File: src/rtl/lcu_pkg.sv
package lcu_pkg;
   // index width for an N-lane stream, never below one bit
   function automatic int unsigned lane_idx_w(input int unsigned n);
      return (n <= 1) ? 1 : $clog2(n);
   endfunction
endpackage

File: src/rtl/lcu_strobe_gen.sv
module lcu_strobe_gen #(
   parameter int unsigned N    = 4,
   parameter int unsigned IW   = 2,
   parameter int unsigned CPLX = 5
) (
   input  logic [IW-1:0] stai,
   input  logic [IW-1:0] endi,
   input  logic [N-1:0]  mask_in,
   input  logic          empty,
   output logic [N-1:0]  strb
);
   logic [IW-1:0] lo_idx;
   logic [N-1:0]  range_v;

   // level 1 packs from lane 0; the first-lane index is disregarded
   assign lo_idx = (CPLX >= 5) ? stai : '0;

   for (genvar i = 0; i < N; i++) begin : g_lane
      localparam logic [IW-1:0] LANE = IW'(i);
      assign range_v[i] = (lo_idx <= LANE) && (LANE <= endi);
   end

   assign strb = (CPLX >= 6) ? (mask_in & ~{N{empty}}) : (range_v & ~{N{empty}});
endmodule

File: src/rtl/lcu_dim_spread.sv
module lcu_dim_spread #(
   parameter int unsigned N  = 4,
   parameter int unsigned D  = 2,
   parameter int unsigned IW = 2
) (
   input  logic [IW-1:0]  endi,
   input  logic [D-1:0]   last_in,
   input  logic           empty,
   output logic [N*D-1:0] last_out,
   output logic [N-1:0]   empty_out
);
   for (genvar i = 0; i < N; i++) begin : g_lane
      localparam logic [IW-1:0] LANE = IW'(i);
      logic hit;
      // an empty sequence is reported on lane 0, a filled one at its final lane
      assign hit                  = empty ? (i == 0) : (endi == LANE);
      assign last_out[i*D +: D]   = hit ? last_in : '0;
      assign empty_out[i]         = empty && (i == 0);
   end
endmodule

File: src/rtl/lcu_out_slice.sv
module lcu_out_slice #(
   parameter int unsigned W = 8
) (
   input  logic         clk,
   input  logic         rst_n,
   input  logic         in_valid,
   output logic         in_ready,
   input  logic [W-1:0] in_pay,
   output logic         out_valid,
   input  logic         out_ready,
   output logic [W-1:0] out_pay
);
   logic         vld_q;
   logic [W-1:0] pay_q;

   assign in_ready  = !vld_q || out_ready;
   assign out_valid = vld_q;
   assign out_pay   = pay_q;

   always_ff @(posedge clk or negedge rst_n) begin
      if (!rst_n) begin
         vld_q <= 1'b0;
         pay_q <= '0;
      end else if (in_ready) begin
         vld_q <= in_valid;
         if (in_valid) pay_q <= in_pay;
      end
   end

   AST_HOLD_STALLED: assert property (@(posedge clk) disable iff (!rst_n)
      (out_valid && !out_ready) |=> (out_valid && $stable(out_pay)));
endmodule

File: src/rtl/lane_cplx_upconv.sv
module lane_cplx_upconv #(
   parameter int unsigned N       = 4,
   parameter int unsigned E       = 8,
   parameter int unsigned D       = 2,
   parameter int unsigned U       = 2,
   parameter int unsigned IN_CPLX = 5,
   parameter bit          REG_OUT = 1'b1,
   parameter int unsigned IW      = lcu_pkg::lane_idx_w(N)
) (
   input  logic           clk,
   input  logic           rst_n,
   input  logic           in_valid,
   output logic           in_ready,
   input  logic [N*E-1:0] in_data,
   input  logic [IW-1:0]  in_stai,
   input  logic [IW-1:0]  in_endi,
   input  logic [N-1:0]   in_strb,
   input  logic [D-1:0]   in_last,
   input  logic           in_empty,
   input  logic [U-1:0]   in_user,
   output logic           out_valid,
   input  logic           out_ready,
   output logic [N*E-1:0] out_data,
   output logic [N-1:0]   out_strb,
   output logic [N*D-1:0] out_last,
   output logic [N-1:0]   out_empty,
   output logic [U-1:0]   out_user
);
   localparam int unsigned PW = N*E + N + N*D + N + U;

   if (!(IN_CPLX == 1 || IN_CPLX == 5 || IN_CPLX == 6)) begin : g_bad_cplx
      $error("lane_cplx_upconv: IN_CPLX must be 1, 5 or 6");
   end
   if (N < 1 || E < 1 || D < 1 || U < 1) begin : g_bad_width
      $error("lane_cplx_upconv: N, E, D and U must be at least 1");
   end
   if (IW < lcu_pkg::lane_idx_w(N)) begin : g_bad_iw
      $error("lane_cplx_upconv: IW too narrow for N lanes");
   end

   logic [N-1:0]   cv_strb;
   logic [N*D-1:0] cv_last;
   logic [N-1:0]   cv_empty;
   logic [PW-1:0]  cv_pay;
   logic [PW-1:0]  o_pay;

   lcu_strobe_gen #(.N(N), .IW(IW), .CPLX(IN_CPLX)) u_strb (
      .stai    (in_stai),
      .endi    (in_endi),
      .mask_in (in_strb),
      .empty   (in_empty),
      .strb    (cv_strb)
   );

   lcu_dim_spread #(.N(N), .D(D), .IW(IW)) u_dim (
      .endi      (in_endi),
      .last_in   (in_last),
      .empty     (in_empty),
      .last_out  (cv_last),
      .empty_out (cv_empty)
   );

   assign cv_pay = {in_data, cv_strb, cv_last, cv_empty, in_user};

   if (REG_OUT) begin : g_reg
      lcu_out_slice #(.W(PW)) u_slice (
         .clk       (clk),
         .rst_n     (rst_n),
         .in_valid  (in_valid),
         .in_ready  (in_ready),
         .in_pay    (cv_pay),
         .out_valid (out_valid),
         .out_ready (out_ready),
         .out_pay   (o_pay)
      );
   end else begin : g_comb
      assign out_valid = in_valid;
      assign in_ready  = out_ready;
      assign o_pay     = cv_pay;
   end

   assign {out_data, out_strb, out_last, out_empty, out_user} = o_pay;

   // per-lane flag: any sequence-end bit present on that lane
   logic [N-1:0] lane_has_last;
   for (genvar i = 0; i < N; i++) begin : g_chk
      assign lane_has_last[i] = |out_last[i*D +: D];
   end

   AST_EMPTY_LANE0_ONLY: assert property (@(posedge clk) disable iff (!rst_n)
      out_valid |-> ((out_empty >> 1) == '0));
   AST_EMPTY_NO_STROBE: assert property (@(posedge clk) disable iff (!rst_n)
      (out_valid && out_empty[0]) |-> (out_strb == '0));
   AST_LAST_ONE_LANE: assert property (@(posedge clk) disable iff (!rst_n)
      out_valid |-> ($countones(lane_has_last) <= 1));
   AST_NONEMPTY_NO_FLAG: assert property (@(posedge clk) disable iff (!rst_n)
      (out_valid && !out_empty[0]) |-> (out_empty == '0));
endmodule

File: config.mk
export PLATFORM = sky130hd
export DESIGN_NAME = lane_cplx_upconv
export DESIGN_NICKNAME = d
export VERILOG_FILES = /design/src/rtl/lcu_pkg.sv /design/src/rtl/lcu_strobe_gen.sv /design/src/rtl/lcu_dim_spread.sv /design/src/rtl/lcu_out_slice.sv /design/src/rtl/lane_cplx_upconv.sv
export SDC_FILE = /design/constraint.sdc
export NUM_CORES = 1
export LEC_CHECK = 0
export ABC_AREA = 1
export BUFFER_PORTS_ARGS = -buffer_cell sky130_fd_sc_hd__buf_2
export CAP_MARGIN = 20
export CELL_PAD_IN_SITES_DETAIL_PLACEMENT = 0
export CELL_PAD_IN_SITES_GLOBAL_PLACEMENT = 1
export CORE_MARGIN = 1
export CORE_UTILIZATION = 33
export CTS_CLUSTER_DIAMETER = 120
export DETAILED_ROUTE_END_ITERATION = 10
export MAX_ROUTING_LAYER = met4
export PLACE_DENSITY_LB_ADDON = 0.1
export SYNTH_ARGS = -nofsm -noshare
export SYNTH_HDL_FRONTEND = slang
export SYNTH_HIERARCHICAL = 1
export SYNTH_SLANG_ARGS = --single-unit
export TNS_END_PERCENT = 1
File: constraint.sdc
create_clock -name clk -period 1.3 [get_ports clk]
set_input_delay 0.39 -clock clk [delete_from_list [all_inputs] [get_ports clk]]
set_output_delay 0.39 -clock clk [all_outputs]
set_load 0.02 [all_outputs]
==> run metrics, run 1 <==
Avg Vias per Cell=4.49; Max Freq=just under 800 MHz; row cnt=29; DRT antenna net count=0; DR iter-0 viols=74; final setup violation count=0; Finished Core Util=roughly 45%; Critical Path Fanout Max=2; Worst Reg-to-Reg Cells=5; finished layout cell area=2900 um2; io pins=~100; FF-to-FF setup slack=0.12 ns; Worst Path Required=0.91 ns; clock buffer depth=2; Post-Syn Instances=approximately 260; slowest stage cell, crit path=dfrtp_1; most common cell after layout, fill and taps aside=nand2_1; average cell area after synthesis=8.86 um2; Cell Area, Synth=approximately 2300 um2; post-synth top area cell=dfrtp_1; Inst Count DP=417; Clk Latency, worst-skew pair=0.29 ns; reg2reg end=g_reg.u_slice/out_pay[22]; Initial Util=34.8%; hpwl dp=3550 um; fin crit share=approximately 99%; crit-path cells=nand2_4 -> buf_6; synth warn=6; pins over their slew limit=0; CP arrival=0.90 ns; clk_skew=0.00726 ns; clock sink count=51; unrepaired setup endpoints after global routing=yes; area share of the leading cell type in the synthesized netlist=between 50 and 60%; Num CTS Buffers=5; Yosys cell types=14; most frequent cells in the layout=nand2_1, buf_2, nand3_1, dfrtp_1, nor2_1; via count=1,913; area of placed instances=~2700 um2; outcome=finished with violations; Critical R2R Launch=g_reg.u_slice/out_valid; failing checks=design-rule violations; first-pass GRT wire length=8870 um; port bufs=96; Final Hold Slack=slightly above 0.07 ns; antenna violations before repair=0; nets=397; Die H=84.8 um; Critical Path Max Stage Delay=0.42 ns; share of cells above drive strength 1=35.8%; Total GRT Usage=16.1%; Post-Route WL=about 5300 um; worst vdd ir=459 uV; DR WL/cell=about 12 um; Critical Path Start Type=flip-flop; crit path kind=flip-flop to output pin; Antenna diodes=0; Post-route DRC=7; Core Footprint=roughly 6500 um2; power density cells=1410 nW/um2; top post-synthesis cells by area=dfrtp_1, nand2_1, nand3_1; CTS tree=yes; hold buffer count at cts=0; Fin. Hold Viols=0; maximum number of pins on one net before global-route repair=between 50 and 60; fillers=about 660; Final Wtd Congestion=0.703; leakage=1.70 nW; Tmin final=1.29 ns; H-tree Lvls=2; flops & latches, synth=51; Root Buffer Master=clkbuf_8; gr ovfl total=0; DR pass1 iterations=7; Min-Delay Path Class=primary input to asynchronous set/reset pin; clk slew on worst S/H paths=0.09 ns; vias in the first global route=1,816; Seq/Total Area, Yosys=between 50% and 60%; final std cells w/o fill=426; Crit. End Element=output pin; max cap viols=0; Die Area=7180 um2; Horiz. Die Dim=84.8 um; Area Growth Syn to Fin=28.1%
## worst max-delay path by stage
stage,slack (ns),to,depth (start not counted),start
final,0.01,in_ready,2,g_reg.u_slice/out_valid
after global routing,-0.02,in_ready,2,g_reg.u_slice/out_valid
after CTS,-0.01,in_ready,2,g_reg.u_slice/out_valid
after detailed placement,0.08,in_ready,4,out_ready
after global placement,0.08,in_ready,4,out_ready
after floorplan,0.1,in_ready,2,g_reg.u_slice/out_valid
## flip-flops by register name (all words and copies together), names as in the netlist
register                 flops
g_reg.u_slice/out_valid      1
g_reg.u_slice/out_pay       50
## worst max-delay path, delay by kind of cell (launching register included)
kind          cells  cell delay, ns
buf+inv           1            0.11
flops             1            0.42
simple gates      1            0.07
## final cells by class
cell class              count  area [um2]  share of cell area [%]
clock buffers               6        72.6                    2.51
clock inverters             2        60.1                    2.07
inverters                   7        26.3                   0.908
multi-input cells         179         792                    27.4
flip-flops and latches     51        1280                    44.1
well taps                  77        96.3                    3.33
repair buffers            104         572                    19.7
## through the flow
step / total power [mW] / setup TNS, ns / worst slack (ns)
floorplan: 2.51 / 0 / 0.0975
global placement: 2.86 / 0 / 0.0765
detailed placement: 2.86 / 0 / 0.0771
CTS: 4.18 / -0.0145 / -0.0112
global route: 4.33 / -0.0384 / -0.0232
finish: 4.09 / 0 / 0.0113
## metal layers
layer	up-vias	GRT usage, %	wire length (um)
met5	-	-	0
met4	0	6.01	59
met3	4	3.74	309
met2	54	25.0	2450
met1	875	20.6	2470
li1	980	-	-
## power by group
| group | internal, mW | switching, mW | leakage (nW) |
|---|---|---|---|
| registers | 1.78 | 0.101 | 0.640 |
| logic | 0.326 | 0.615 | 0.995 |
| clock network | 0.769 | 0.502 | 0.0654 |
| total | 2.87 | 1.22 | 1.70 |
## cell families (layout without fill, tap and decap cells)
| family | Yosys count | after routing | share of synthesized area, % |
|---|---|---|---|
| buffers and inverters | 27 | 119 | 8.80 |
| flip-flops | 51 | 51 | 56.5 |
| other | 1 | 3 | 0.166 |
| AND/OR/NAND/NOR | 176 | 176 | 34.6 |
## cell usage after synthesis, drive strengths merged
cell / count
nand3: 51
inv: 7
buf: 20
nand3b: 2
nor2: 13
conb: 1
dfrtp: 51
nand2: 110
## repair_timing
action | in CTS | in global routing
pin swaps | 1 | 0
setup endpoints to repair | 2 | 3
cloned | 0 | 0
gates resized for setup | 2 | 0
buffers inserted | 1 | 0
(Power assumes the default switching activity.)
==> run 2: changes to the inputs <==
--- a/config.mk
+++ b/config.mk
@@ -11,9 +11,10 @@
 export CELL_PAD_IN_SITES_DETAIL_PLACEMENT = 0
 export CELL_PAD_IN_SITES_GLOBAL_PLACEMENT = 1
 export CORE_MARGIN = 1
-export CORE_UTILIZATION = 33
+export CORE_UTILIZATION = 30
 export CTS_CLUSTER_DIAMETER = 120
 export DETAILED_ROUTE_END_ITERATION = 10
+export GPL_ROUTABILITY_DRIVEN = 0
 export MAX_ROUTING_LAYER = met4
 export PLACE_DENSITY_LB_ADDON = 0.1
 export SYNTH_ARGS = -nofsm -noshare
==> run 2 against run 1 <==
Effect of this change:
- the flow now finishes without violations
- final cell count up 5.2%
- wire length up 2.2%
- clock skew decreased by 0.0044 ns
- global-route usage is 1.9 points lower
- register-to-register slack is essentially flat
- critical path depth unchanged
- highest routed layer unchanged
==> run metrics, run 2 (synthesis results as in run 1) <==
Top delay family on crit path=flip-flops (unchanged); DR pass1 iterations=4 (was 7); Post-route DRC=0 (was 7); Die H=88.8 um (was 84.8 um); vias in the first global route=1,686 (was 1,816); Tmin final=1.29 ns (about the same); clk slew on worst S/H paths=0.09 ns (about the same); Avg Vias per Cell=4.26 (was 4.49); reg2reg end=g_reg.u_slice/out_pay[33] (was g_reg.u_slice/out_pay[22]); Critical Path Start Type=flip-flop (unchanged); Area Growth Syn to Fin=29.8% (was 28.1%); Min-Delay Path Class=primary input to asynchronous set/reset pin (unchanged); pins over their slew limit=0 (unchanged); clock sink count=51 (unchanged); DRT antenna net count=0 (unchanged); most common cell after layout, fill and taps aside=nand2_1 (unchanged); unrepaired setup endpoints after global routing=yes (unchanged); hpwl dp=3630 um (was 3550 um); Fin. Hold Viols=0 (unchanged); FF-to-FF setup slack=0.12 ns (about the same); port bufs=96 (unchanged); max reg flops=50 (unchanged); M1 GR Usage=18.0% (was 20.6%); clock buffer depth=2 (unchanged); nets=397 (unchanged); maximum number of pins on one net before global-route repair=52 (unchanged); Root Buffer Master=clkbuf_8 (unchanged); Crit. End Element=output pin (unchanged); final setup violation count=0 (unchanged); via count=1,908 (was 1,913); antenna violations before repair=0 (unchanged); Final Hold Slack=0.00269 ns (was 0.0707 ns); H-tree Lvls=2 (unchanged); share of cells above drive strength 1=36.1% (was 35.8%); Num CTS Buffers=5 (unchanged); most frequent cells in the layout=nand2_1, buf_2, nand3_1, dfrtp_1, nor2_1 (unchanged); Horiz. Die Dim=88.8 um (was 84.8 um); row cnt=31 (was 29); Antenna diodes=0 (unchanged); finished layout cell area=2930 um2 (was 2900 um2); Critical path buffers and inverters=1 (unchanged); total power=3.98 mW (was 4.09 mW); met3 GRT Util=3.92% (was 3.74%); Max Freq=773 MHz (was 776 MHz); first-pass GRT wire length=8260 um (was 8870 um); crit-path cells=nand2_4 -> buf_6 (unchanged); Die Area=7880 um2 (was 7180 um2); clk_skew=0.00282 ns (was 0.00726 ns); gr ovfl total=0 (unchanged); CTS tree=yes (unchanged); max cap viols=0 (unchanged); worst vdd ir=484 uV (was 459 uV); Total GRT Usage=14.3% (was 16.1%); Finished Core Util=40.4% (was 44.6%); area of placed instances=2790 um2 (was 2750 um2); Critical Path Max Stage Delay=0.42 ns (about the same); CP arrival=0.90 ns (about the same); busiest grt layer=met2 (unchanged); Clk Latency, worst-skew pair=0.30 ns (was 0.29 ns); Critical Path Fanout Max=2 (unchanged); crit path kind=flip-flop to output pin (unchanged); leakage=1.70 nW (about the same); Core Footprint=7250 um2 (was 6490 um2); power density cells=1360 nW/um2 (was 1410 nW/um2); slowest stage cell, crit path=dfrtp_1 (unchanged); Initial Util=31.2% (was 34.8%); Worst Reg-to-Reg Cells=5 (unchanged); met2 Use GR=22.2% (was 25.0%); DR WL/cell=12.1 um (was 12.4 um); Worst Path Required=0.91 ns (about the same); setup TNS=0 ns (unchanged); DR iter-0 viols=81 (was 74); Critical R2R Launch=g_reg.u_slice/out_valid (unchanged); io pins=101 (unchanged); Post-Route WL=5400 um (was 5280 um); fin crit share=99.5% (was 99.1%); outcome=complete, no violations (was finished with violations)
run 2: cell count changes in the layout (fill, tap and decap cells not counted), sizes merged:
cell and delta:
bufinv -1, clkinv +1
run 2: layout make-up:
type / count / area (um2)
repair buffers: 104 / 597
fillers: 783 / 4320
flip-flops and latches: 51 / 1280
well taps: 99 / 124
clock inverters: 2 / 35.0
multi-input cells: 179 / 792
inverters: 7 / 26.3
clock buffers: 6 / 82.6
run 2: worst max path at each step:
| stage | from | endpoint | slack, ns | cells after the start |
|---|---|---|---|---|
| 6_report | g_reg.u_slice/out_valid | in_ready | 0.006 | 2 |
| 5_1_grt | g_reg.u_slice/out_valid | in_ready | -0.04 | 2 |
| 4_1_cts | g_reg.u_slice/out_valid | in_ready | -0.01 | 2 |
| 3_5_place_dp | out_ready | in_ready | 0.09 | 4 |
| 3_3_place_gp | out_ready | in_ready | 0.09 | 4 |
| 2_1_floorplan | g_reg.u_slice/out_valid | in_ready | 0.1 | 2 |
run 2: metal layers:
metal,up-vias,part of all wire (%)
li1,977,-
met1,868,45
met2,58,47
met3,5,6.9
met4,0,0.93
met5,-,0
run 2: timing repair:
action | 4_1_cts | 5_1_grt
pin swaps | 1 | 0
hold buffers | 0 | 0
resized for setup | 2 | 4
buffers inserted | 1 | 0
setup endpoints to repair | 2 | 5
run 2: through the flow:
step,setup slack [ns],cells
6_report,0.00618,448
5_1_grt,-0.0426,448
4_1_cts,-0.0128,448
3_5_place_dp,0.0901,439
3_3_place_gp,0.0875,439
2_1_floorplan,0.0975,257
run 2: where the power goes:
| group | leakage [nW] | switching, mW | internal [mW] |
|---|---|---|---|
| clock | 0.0612 | 0.523 | 0.624 |
| sequential | 0.640 | 0.105 | 1.78 |
| combinational | 1.00 | 0.613 | 0.337 |
| total | 1.70 | 1.24 | 2.74 |
